--- config.mk ---
export PLATFORM = sky130hd
export DESIGN_NAME = ctn_shadow_detector
export DESIGN_NICKNAME = d
export VERILOG_FILES = /design/src/rtl/ctn_pkg.sv /design/src/rtl/ctn_addr_split.sv /design/src/rtl/ctn_shadow_tags.sv /design/src/rtl/ctn_counter.sv /design/src/rtl/ctn_shadow_detector.sv
export SDC_FILE = /design/constraint.sdc
export NUM_CORES = 2
export LEC_CHECK = 0
export ABC_AREA = 1
export BUFFER_PORTS_ARGS = -buffer_cell sky130_fd_sc_hd__buf_2
export CORE_MARGIN = 4
export CORE_UTILIZATION = 50
export DETAILED_ROUTE_END_ITERATION = 6
export PLACE_DENSITY_LB_ADDON = 0.05
export SETUP_SLACK_MARGIN = 0.05
export SYNTH_ARGS = -nofsm -noshare
export SYNTH_HDL_FRONTEND = slang
export SYNTH_SLANG_ARGS = --single-unit
--- constraint.sdc ---
create_clock -name clk -period 10.6 [get_ports clk]
set_input_delay 3.18 -clock clk [delete_from_list [all_inputs] [get_ports clk]]
set_output_delay 3.18 -clock clk [all_outputs]
set_load 0.02 [all_outputs]
--- src/rtl/ctn_pkg.sv ---
package ctn_pkg;

   // ceiling log2 with a floor of one bit, used for way and age fields
   function automatic int unsigned idx_bits(input int unsigned n);
      int unsigned b;
      b = 0;
      while ((1 << b) < n) b++;
      return (b == 0) ? 1 : b;
   endfunction

endpackage

--- src/rtl/ctn_addr_split.sv ---
module ctn_addr_split
   import ctn_pkg::*;
#(
   parameter int ADDR_W   = 32,
   parameter int OFF_W    = 6,
   parameter int SET_W    = 10,
   parameter int SAMP_W   = 5,
   parameter int SAMP_PAT = 3,
   localparam int TAG_W   = ADDR_W - OFF_W - SET_W,
   localparam int ROW_W   = SET_W - SAMP_W
) (
   input  logic [ADDR_W-1:0] addr,
   output logic [TAG_W-1:0]  tag,
   output logic [ROW_W-1:0]  row,
   output logic              sampled
);

   logic [SET_W-1:0] set_idx;
   logic             unused_offset;

   assign set_idx       = addr[OFF_W +: SET_W];
   assign tag           = addr[ADDR_W-1 -: TAG_W];
   assign row           = set_idx[SET_W-1 -: ROW_W];
   assign unused_offset = ^addr[OFF_W-1:0];

   generate
      if (SAMP_W == 0) begin : g_all_sets
         assign sampled = 1'b1;
      end else begin : g_subset
         assign sampled = (set_idx[SAMP_W-1:0] == SAMP_W'(SAMP_PAT));
      end
   endgenerate

endmodule

--- src/rtl/ctn_shadow_tags.sv ---
module ctn_shadow_tags
   import ctn_pkg::*;
#(
   parameter int TAG_W  = 16,
   parameter int ROW_W  = 5,
   parameter int WAYS   = 4,
   localparam int ROWS  = 1 << ROW_W,
   localparam int WAY_W = idx_bits(WAYS),
   localparam int AGE_W = idx_bits(WAYS),
   localparam int SLOT_W = TAG_W + 1 + AGE_W,
   localparam int SNAP_W = ROWS * WAYS * SLOT_W
) (
   input  logic             clk,
   input  logic             rst_n,
   input  logic [ROW_W-1:0] lk_row,
   input  logic [TAG_W-1:0] lk_tag,
   input  logic             upd_en,
   output logic             lk_hit
);

   logic [TAG_W-1:0] tag_q   [ROWS][WAYS];
   logic             valid_q [ROWS][WAYS];
   logic [AGE_W-1:0] age_q   [ROWS][WAYS];

   logic [WAYS-1:0]  hit_vec;
   logic [WAY_W-1:0] hit_way;
   logic [WAY_W-1:0] victim_way;
   logic [WAY_W-1:0] touch_way;

   // associative lookup in the addressed row
   always_comb begin
      hit_way = '0;
      for (int w = 0; w < WAYS; w++) begin
         hit_vec[w] = valid_q[lk_row][w] && (tag_q[lk_row][w] == lk_tag);
         if (hit_vec[w]) hit_way = WAY_W'(w);
      end
   end

   assign lk_hit    = |hit_vec;
   assign touch_way = lk_hit ? hit_way : victim_way;

   // tag and valid storage: a shadow miss writes the touched (victim) way
   always_ff @(posedge clk) begin
      if (!rst_n) begin
         for (int r = 0; r < ROWS; r++) begin
            for (int w = 0; w < WAYS; w++) begin
               tag_q[r][w]   <= '0;
               valid_q[r][w] <= 1'b0;
            end
         end
      end else if (upd_en && !lk_hit) begin
         tag_q[lk_row][touch_way]   <= lk_tag;
         valid_q[lk_row][touch_way] <= 1'b1;
      end
   end

   generate
      if (WAYS < 1) begin : g_bad_ways
         $error("ctn_shadow_tags: WAYS must be at least 1");
      end

      if (WAYS == 1) begin : g_direct
         assign victim_way = '0;
         always_ff @(posedge clk) begin
            for (int r = 0; r < ROWS; r++) age_q[r][0] <= '0;
         end
      end else begin : g_lru
         logic [AGE_W-1:0] touch_age;
         logic [WAYS-1:0]  oldest_vec;

         // ages form a permutation of 0..WAYS-1; the oldest way is the victim
         always_comb begin
            victim_way = '0;
            for (int w = 0; w < WAYS; w++) begin
               oldest_vec[w] = (age_q[lk_row][w] == AGE_W'(WAYS - 1));
               if (oldest_vec[w]) victim_way = WAY_W'(w);
            end
         end

         assign touch_age = age_q[lk_row][touch_way];

         always_ff @(posedge clk) begin
            if (!rst_n) begin
               for (int r = 0; r < ROWS; r++) begin
                  for (int w = 0; w < WAYS; w++) begin
                     age_q[r][w] <= AGE_W'(w);
                  end
               end
            end else if (upd_en) begin
               for (int w = 0; w < WAYS; w++) begin
                  if (WAY_W'(w) == touch_way) begin
                     age_q[lk_row][w] <= '0;
                  end else if (age_q[lk_row][w] < touch_age) begin
                     age_q[lk_row][w] <= age_q[lk_row][w] + AGE_W'(1);
                  end
               end
            end
         end

         // the addressed row always has exactly one least recently used way
         a_r5_single_victim: assert property (@(posedge clk) disable iff (!rst_n)
            $countones(oldest_vec) == 1);
      end
   endgenerate

   // flattened state, used to check that untouched cycles leave it intact
   logic [SNAP_W-1:0] snap;
   always_comb begin
      for (int r = 0; r < ROWS; r++) begin
         for (int w = 0; w < WAYS; w++) begin
            snap[(r*WAYS + w)*SLOT_W +: SLOT_W] = {valid_q[r][w], tag_q[r][w], age_q[r][w]};
         end
      end
   end

   // without an owner access to a sampled set the shadow store holds still
   a_r4_store_frozen: assert property (@(posedge clk) disable iff (!rst_n)
      !upd_en |=> $stable(snap));

   // a shadow hit never rewrites a tag
   a_r5_hit_keeps_tag: assert property (@(posedge clk) disable iff (!rst_n)
      (upd_en && lk_hit) |=> $stable(lk_hit) || !$stable(lk_row) || !$stable(lk_tag) || lk_hit);

endmodule

--- src/rtl/ctn_counter.sv ---
module ctn_counter #(
   parameter int CNT_W = 20
) (
   input  logic             clk,
   input  logic             rst_n,
   input  logic             clr,
   input  logic             inc,
   output logic [CNT_W-1:0] raw
);

   localparam logic [CNT_W-1:0] MAX_CNT = '1;

   generate
      if (CNT_W < 1) begin : g_bad_width
         $error("ctn_counter: CNT_W must be at least 1");
      end
   endgenerate

   always_ff @(posedge clk) begin
      if (!rst_n) begin
         raw <= '0;
      end else if (clr) begin
         raw <= inc ? CNT_W'(1) : '0;
      end else if (inc && (raw != MAX_CNT)) begin
         raw <= raw + CNT_W'(1);
      end
   end

   // a strobe leaves at most the one event of its own cycle
   a_r7_clear_restart: assert property (@(posedge clk) disable iff (!rst_n)
      clr |=> raw <= CNT_W'(1));

   // between strobes the count never moves down
   a_r8_no_wrap: assert property (@(posedge clk) disable iff (!rst_n)
      !clr |=> raw >= $past(raw));

   // once full it stays full until cleared
   a_r8_hold_full: assert property (@(posedge clk) disable iff (!rst_n)
      (raw == MAX_CNT && !clr) |=> raw == MAX_CNT);

endmodule

--- src/rtl/ctn_shadow_detector.sv ---
module ctn_shadow_detector
   import ctn_pkg::*;
#(
   parameter int ADDR_W    = 32,
   parameter int OFF_W     = 6,
   parameter int SET_W     = 10,
   parameter int WAYS      = 4,
   parameter int SAMP_W    = 5,
   parameter int SAMP_PAT  = 3,
   parameter int APP_W     = 2,
   parameter int OWNER_APP = 0,
   parameter int CNT_W     = 20,
   localparam int TAG_W    = ADDR_W - OFF_W - SET_W,
   localparam int ROW_W    = SET_W - SAMP_W,
   localparam int OUT_W    = CNT_W + SAMP_W
) (
   input  logic              clk,
   input  logic              rst_n,
   input  logic              acc_valid,
   input  logic [ADDR_W-1:0] acc_addr,
   input  logic [APP_W-1:0]  acc_app,
   input  logic              acc_shared_hit,
   input  logic              interval_start,
   output logic              cont_pulse,
   output logic [OUT_W-1:0]  cont_count
);

   generate
      if (TAG_W < 1) begin : g_bad_tag
         $error("ctn_shadow_detector: address too narrow for offset and index");
      end
      if (SAMP_W >= SET_W) begin : g_bad_samp
         $error("ctn_shadow_detector: SAMP_W must be below SET_W");
      end
      if (OWNER_APP >= (1 << APP_W)) begin : g_bad_owner
         $error("ctn_shadow_detector: OWNER_APP does not fit APP_W");
      end
   endgenerate

   logic [TAG_W-1:0] acc_tag;
   logic [ROW_W-1:0] acc_row;
   logic             acc_sampled;
   logic             own_sampled;
   logic             shadow_hit;
   logic             is_cont;
   logic [CNT_W-1:0] raw_cnt;

   ctn_addr_split #(
      .ADDR_W   (ADDR_W),
      .OFF_W    (OFF_W),
      .SET_W    (SET_W),
      .SAMP_W   (SAMP_W),
      .SAMP_PAT (SAMP_PAT)
   ) split_i (
      .addr    (acc_addr),
      .tag     (acc_tag),
      .row     (acc_row),
      .sampled (acc_sampled)
   );

   assign own_sampled = acc_valid && (acc_app == APP_W'(OWNER_APP)) && acc_sampled;

   ctn_shadow_tags #(
      .TAG_W (TAG_W),
      .ROW_W (ROW_W),
      .WAYS  (WAYS)
   ) tags_i (
      .clk    (clk),
      .rst_n  (rst_n),
      .lk_row (acc_row),
      .lk_tag (acc_tag),
      .upd_en (own_sampled),
      .lk_hit (shadow_hit)
   );

   assign is_cont = own_sampled && !acc_shared_hit && shadow_hit;

   always_ff @(posedge clk) begin
      if (!rst_n) cont_pulse <= 1'b0;
      else        cont_pulse <= is_cont;
   end

   ctn_counter #(
      .CNT_W (CNT_W)
   ) cnt_i (
      .clk   (clk),
      .rst_n (rst_n),
      .clr   (interval_start),
      .inc   (is_cont),
      .raw   (raw_cnt)
   );

   // scale the sampled count up to the full set population
   assign cont_count = OUT_W'(raw_cnt) << SAMP_W;

   // a pulse always follows an owner access that missed the shared cache
   a_r2_pulse_cause: assert property (@(posedge clk) disable iff (!rst_n)
      cont_pulse |-> $past(acc_valid && !acc_shared_hit && (acc_app == APP_W'(OWNER_APP))));

   // shared hits are never contention
   a_r3_hit_quiet: assert property (@(posedge clk) disable iff (!rst_n)
      (acc_valid && acc_shared_hit) |=> !cont_pulse);

   // foreign applications never produce a pulse
   a_r4_foreign_quiet: assert property (@(posedge clk) disable iff (!rst_n)
      (acc_valid && (acc_app != APP_W'(OWNER_APP))) |=> !cont_pulse);

   // idle cycles never produce a pulse
   a_r9_idle_quiet: assert property (@(posedge clk) disable iff (!rst_n)
      !acc_valid |=> !cont_pulse);

   // without a strobe, each pulse is matched by a count step of one scaled unit
   a_r6_pulse_counts: assert property (@(posedge clk) disable iff (!rst_n)
      (cont_pulse && !$past(interval_start) && ($past(cont_count) != ({OUT_W{1'b1}} << SAMP_W)))
      |-> cont_count == $past(cont_count) + (OUT_W'(1) << SAMP_W));

endmodule

==> impl_summary.txt <==
----------------------------------------------------
[Global route]
  Overflow after GRT ... 0
  Antenna violations before repair ... 13
  Number of global-route vias before repair ... 80,800
  Global-route wire length before repair ... 547,000 microns
  Pin count of the biggest net entering global routing ... 132
  All-Layer GR Usage ... 0.321

[Route]
  Post-route ant nets ... 0
  Residual DRC count ... 3
  Final routed wire length divided by cell count ... 24.9 microns
  Via count ... 86,700
  Initial DRC Count ... 10,700
  DR pass1 iterations ... 7
  WL final ... 378,000 microns
  Via density ... 5.71

[CTS]
  Number of clock sinks ... 2,453
  Clock buffer count from CTS ... 285
  Number of buffers added for setup after CTS ... 0
  Clock tree from TritonCTS ... built
  Post-cts resize count ... 0
  CTS H-Tree Depth ... 5
  Clock Path Buffers ... 4
  Post-cts hold buffer count ... 0
  Later-pin clock latency in the skew report ... 950 ps
  CTS clock-pin slew for the worst setup and hold paths ... 60 ps
  CTS root buffer ... sky130_fd_sc_hd__clkbuf_16

[Die]
  Die X-Extent ... 481 microns
  Core Rows ... 173
  Initial core utilization ... 0.502
  Placeable core area ... 0.222 sq mm
  Boundary pin count ... 65
  Full die area ... 0.231 sq mm
  Die outline height ... 481 microns

[Critical path]
  Setup crit start kind ... input port
  Critical path required time ... 11,140 ps
  Category of the critical setup timing path ... input port to flop
  Startpoint of the lowest-slack register-to-register path ... tags_i.tag_q[12][27]
  Largest fanout on the critical path ... 131
  Slack of the worst reg-to-reg path ... 5090 ps
  Worst r2r path cells ... 18
  Worst Setup End Kind ... flop
  Worst path arrival time ... 9420 ps
  Reg-to-Reg End ... tags_i.tag_q[7][59]

[Logic synthesis]
  Count of synthesis-stage warnings from yosys ... 0
  Largest cells by area after synthesis ... sky130_fd_sc_hd__edfxtp_1, sky130_fd_sc_hd__nand2_1, sky130_fd_sc_hd__nor2_1, sky130_fd_sc_hd__dfxtp_1, sky130_fd_sc_hd__nand3_1
  Library cell occupying the most area in the post-synthesis netlist ... sky130_fd_sc_hd__edfxtp_1
  Post-synthesis cell type count ... 42
  Synth top area share ... 0.619
  Library cell with the highest instance count after synthesis ... sky130_fd_sc_hd__nand2_1
  Flip-flop and latch count after synthesis ... 2,453
  Commonest cells in the netlist ... sky130_fd_sc_hd__nand2_1, sky130_fd_sc_hd__nor2_1, sky130_fd_sc_hd__edfxtp_1, sky130_fd_sc_hd__clkbuf_1, sky130_fd_sc_hd__nand3_1
  Synth Flop Type ... sky130_fd_sc_hd__edfxtp_1
  Number of instances in the synthesized netlist ... 12,300
  Fraction of the yosys area taken by sequential cells ... 0.646
  Number of flops mapped to enable cells by yosys ... 2,304
  Synthesized area divided by synthesized cell count ... 9.10 sq um
  Combined area of all synthesized cells ... 0.112 sq mm
  Async set or reset register ratio after synthesis ... 0

[Min path]
  Hold-critical path depth ... 2
  Launch instance of the worst min-delay path ... tags_i.valid_q[25][3]
  Min-delay worst type ... flop to flop
  Worst Hold Endpoint ... tags_i.valid_q[25][3]

[STA]
  Number of failing setup endpoints in the final timing report ... 0
  Fin Clk Skew ... 51.3 ps
  Peak Freq ... 113 MHz
  Final critical-path share of the clock period ... 0.838
  Final hold vios ... 0
  Unrepaired setup endpoints after global routing ... no
  Worst-Margin Slew ... 1190 ps
  Post-layout min period ... 8880 ps
  Relative slew slack ... 0.206
  Accumulated negative setup slack ... 0 ps
  Number of max-slew violations in the final report ... 0

[Job]
  Number of max-cap violations ... 0

[Run status]
  Result of the run ... finished with violations
  Violations in the final reports ... design-rule violations

[Cells and area]
  Sequential cell area in the final layout ... 0.0722 sq mm
  Share of cells above drive strength 1 ... 0.0682
  Area growth from synthesis to layout ... 10.4%
  Post-route insts no fill ... 15,200
  Area taken by multi-input logic gates ... 0.0353 sq mm
  Fill count ... 20,000
  Net count, final ... 12,000

[Power and ir drop]
  Worst IR drop on VDD ... 0.192 mV
  Power density over the cells ... 176 mW/mm^2
  Total leakage power ... 51.4 nW
  Power after layout ... 21.8 mW

[Placed design]
  HPWL Detailed ... 218,000 microns
  Number of placed cells counting well taps ... 14,700
  Buffers added on ports ... 53
  Gpl congestion ... 0.882

----------------------------------------------------
-- power breakdown --
part           switching [mW]  internal, mW
Combinational            1.25         0.306
Clock                    3.87          5.41
Sequential             0.0762          10.8
Total                    5.19          16.6
-- flip-flops by register name, indices dropped and copies added, names as in the netlist --
signal,cells
cont_pulse,1
tags_i.age_q,256
tags_i.valid_q,128
tags_i.tag_q,2048
cnt_i.raw,20
-- worst max-delay path: stages --
cell,delay (ps)
sky130_fd_sc_hd__buf_8,440
sky130_fd_sc_hd__inv_16,240
sky130_fd_sc_hd__buf_4,510
sky130_fd_sc_hd__nand2_1,90
sky130_fd_sc_hd__nand2_1,50
sky130_fd_sc_hd__nand2_1,60
sky130_fd_sc_hd__nand2_1,60
sky130_fd_sc_hd__nand2_1,50
sky130_fd_sc_hd__nand2_1,120
sky130_fd_sc_hd__nor2_1,390
sky130_fd_sc_hd__nand2_1,100
sky130_fd_sc_hd__nand2_1,70
sky130_fd_sc_hd__nand2_1,80
sky130_fd_sc_hd__nor2_1,120
sky130_fd_sc_hd__nand2_1,70
sky130_fd_sc_hd__nor2_1,100
sky130_fd_sc_hd__nand3_1,390
sky130_fd_sc_hd__a21oi_2,680
sky130_fd_sc_hd__nand4_1,360
sky130_fd_sc_hd__nor4_4,280
sky130_fd_sc_hd__buf_12,310
sky130_fd_sc_hd__nand2_2,360
sky130_fd_sc_hd__nand2_1,890
-- cell type report --
type	instances	share of cell area
clock buffers	397	0.0641
multi-input cells	8763	0.287
flip-flops and latches	2453	0.585
repair buffers	339	0.0229
well taps	2975	0.0302
diodes	11	0.000223
clock inverters	81	0.00503
inverters	157	0.00580
-- logic make-up after synthesis --
kind of cell             share of synthesized area
buffers and inverters                       0.0395
AO/OA/AOI/OAI                               0.0237
flip-flops                                   0.646
adder cells (fa/ha/maj)                   0.000448
AND/OR/NAND/NOR                              0.290
other                                    0.0000336
XOR/XNOR                                  0.000314
-- per-layer routing --
layer  track usage  wire [microns]
met1         0.449          154000
met2         0.505          174000
met3        0.0514           34200
met4         0.127           15400
met5             0              46
-- cell usage in the layout, fill, tap and decap left out, types with 3 or more instances in the layout --
cell type / n
sky130_fd_sc_hd__a211oi_1: 3
sky130_fd_sc_hd__a21oi_1: 140
sky130_fd_sc_hd__a22oi_1: 136
sky130_fd_sc_hd__buf_12: 31
sky130_fd_sc_hd__buf_2: 50
sky130_fd_sc_hd__buf_4: 255
sky130_fd_sc_hd__buf_8: 3
sky130_fd_sc_hd__bufinv_16: 10
sky130_fd_sc_hd__clkbuf_1: 87
sky130_fd_sc_hd__clkbuf_16: 294
sky130_fd_sc_hd__clkbuf_8: 16
sky130_fd_sc_hd__clkinv_1: 56
sky130_fd_sc_hd__clkinv_2: 12
sky130_fd_sc_hd__conb_1: 5
sky130_fd_sc_hd__dfxtp_1: 149
sky130_fd_sc_hd__diode_2: 11
sky130_fd_sc_hd__edfxtp_1: 2304
sky130_fd_sc_hd__ha_1: 4
sky130_fd_sc_hd__inv_1: 126
sky130_fd_sc_hd__inv_2: 7
sky130_fd_sc_hd__inv_6: 19
sky130_fd_sc_hd__nand2_1: 5154
sky130_fd_sc_hd__nand2_2: 46
sky130_fd_sc_hd__nand3_1: 476
sky130_fd_sc_hd__nand4_1: 111
sky130_fd_sc_hd__nor2_1: 2400
sky130_fd_sc_hd__nor2_2: 20
sky130_fd_sc_hd__nor2_4: 17
sky130_fd_sc_hd__nor3_1: 15
sky130_fd_sc_hd__nor3_4: 7
sky130_fd_sc_hd__nor4_1: 13
sky130_fd_sc_hd__o21ai_0: 119
sky130_fd_sc_hd__o21ai_1: 46
sky130_fd_sc_hd__or2_2: 29
sky130_fd_sc_hd__xor2_1: 4
-- through the flow --
| step | hold WS [ps] | area [sq um] | worst slack [ps] | util |
|---|---|---|---|---|
| detailed placement | 440 | 115000 | 1060 | 0.516 |
| global route | 470 | 123000 | 1620 | 0.555 |
| CTS | 452 | 123000 | 2010 | 0.555 |
| finish | 451 | 123000 | 1720 | 0.555 |
| global placement | 437 | 115000 | 1080 | 0.516 |
| floorplan | 427 | 112000 | 2830 | - |
-- worst max-delay path by stage --
stage	from	cells after the start	slack (ps)	endpoint
floorplan	acc_addr[12]	23	2830	tags_i.tag_q[0][0]
global placement	acc_addr[11]	21	1080	tags_i.tag_q[7][48]
detailed placement	acc_addr[11]	21	1060	tags_i.tag_q[7][62]
CTS	acc_addr[11]	21	2010	tags_i.tag_q[7][59]
global route	acc_addr[11]	26	1620	tags_i.tag_q[7][59]
finish	acc_addr[11]	23	1720	tags_i.tag_q[7][59]
(Power assumes the default switching activity.)
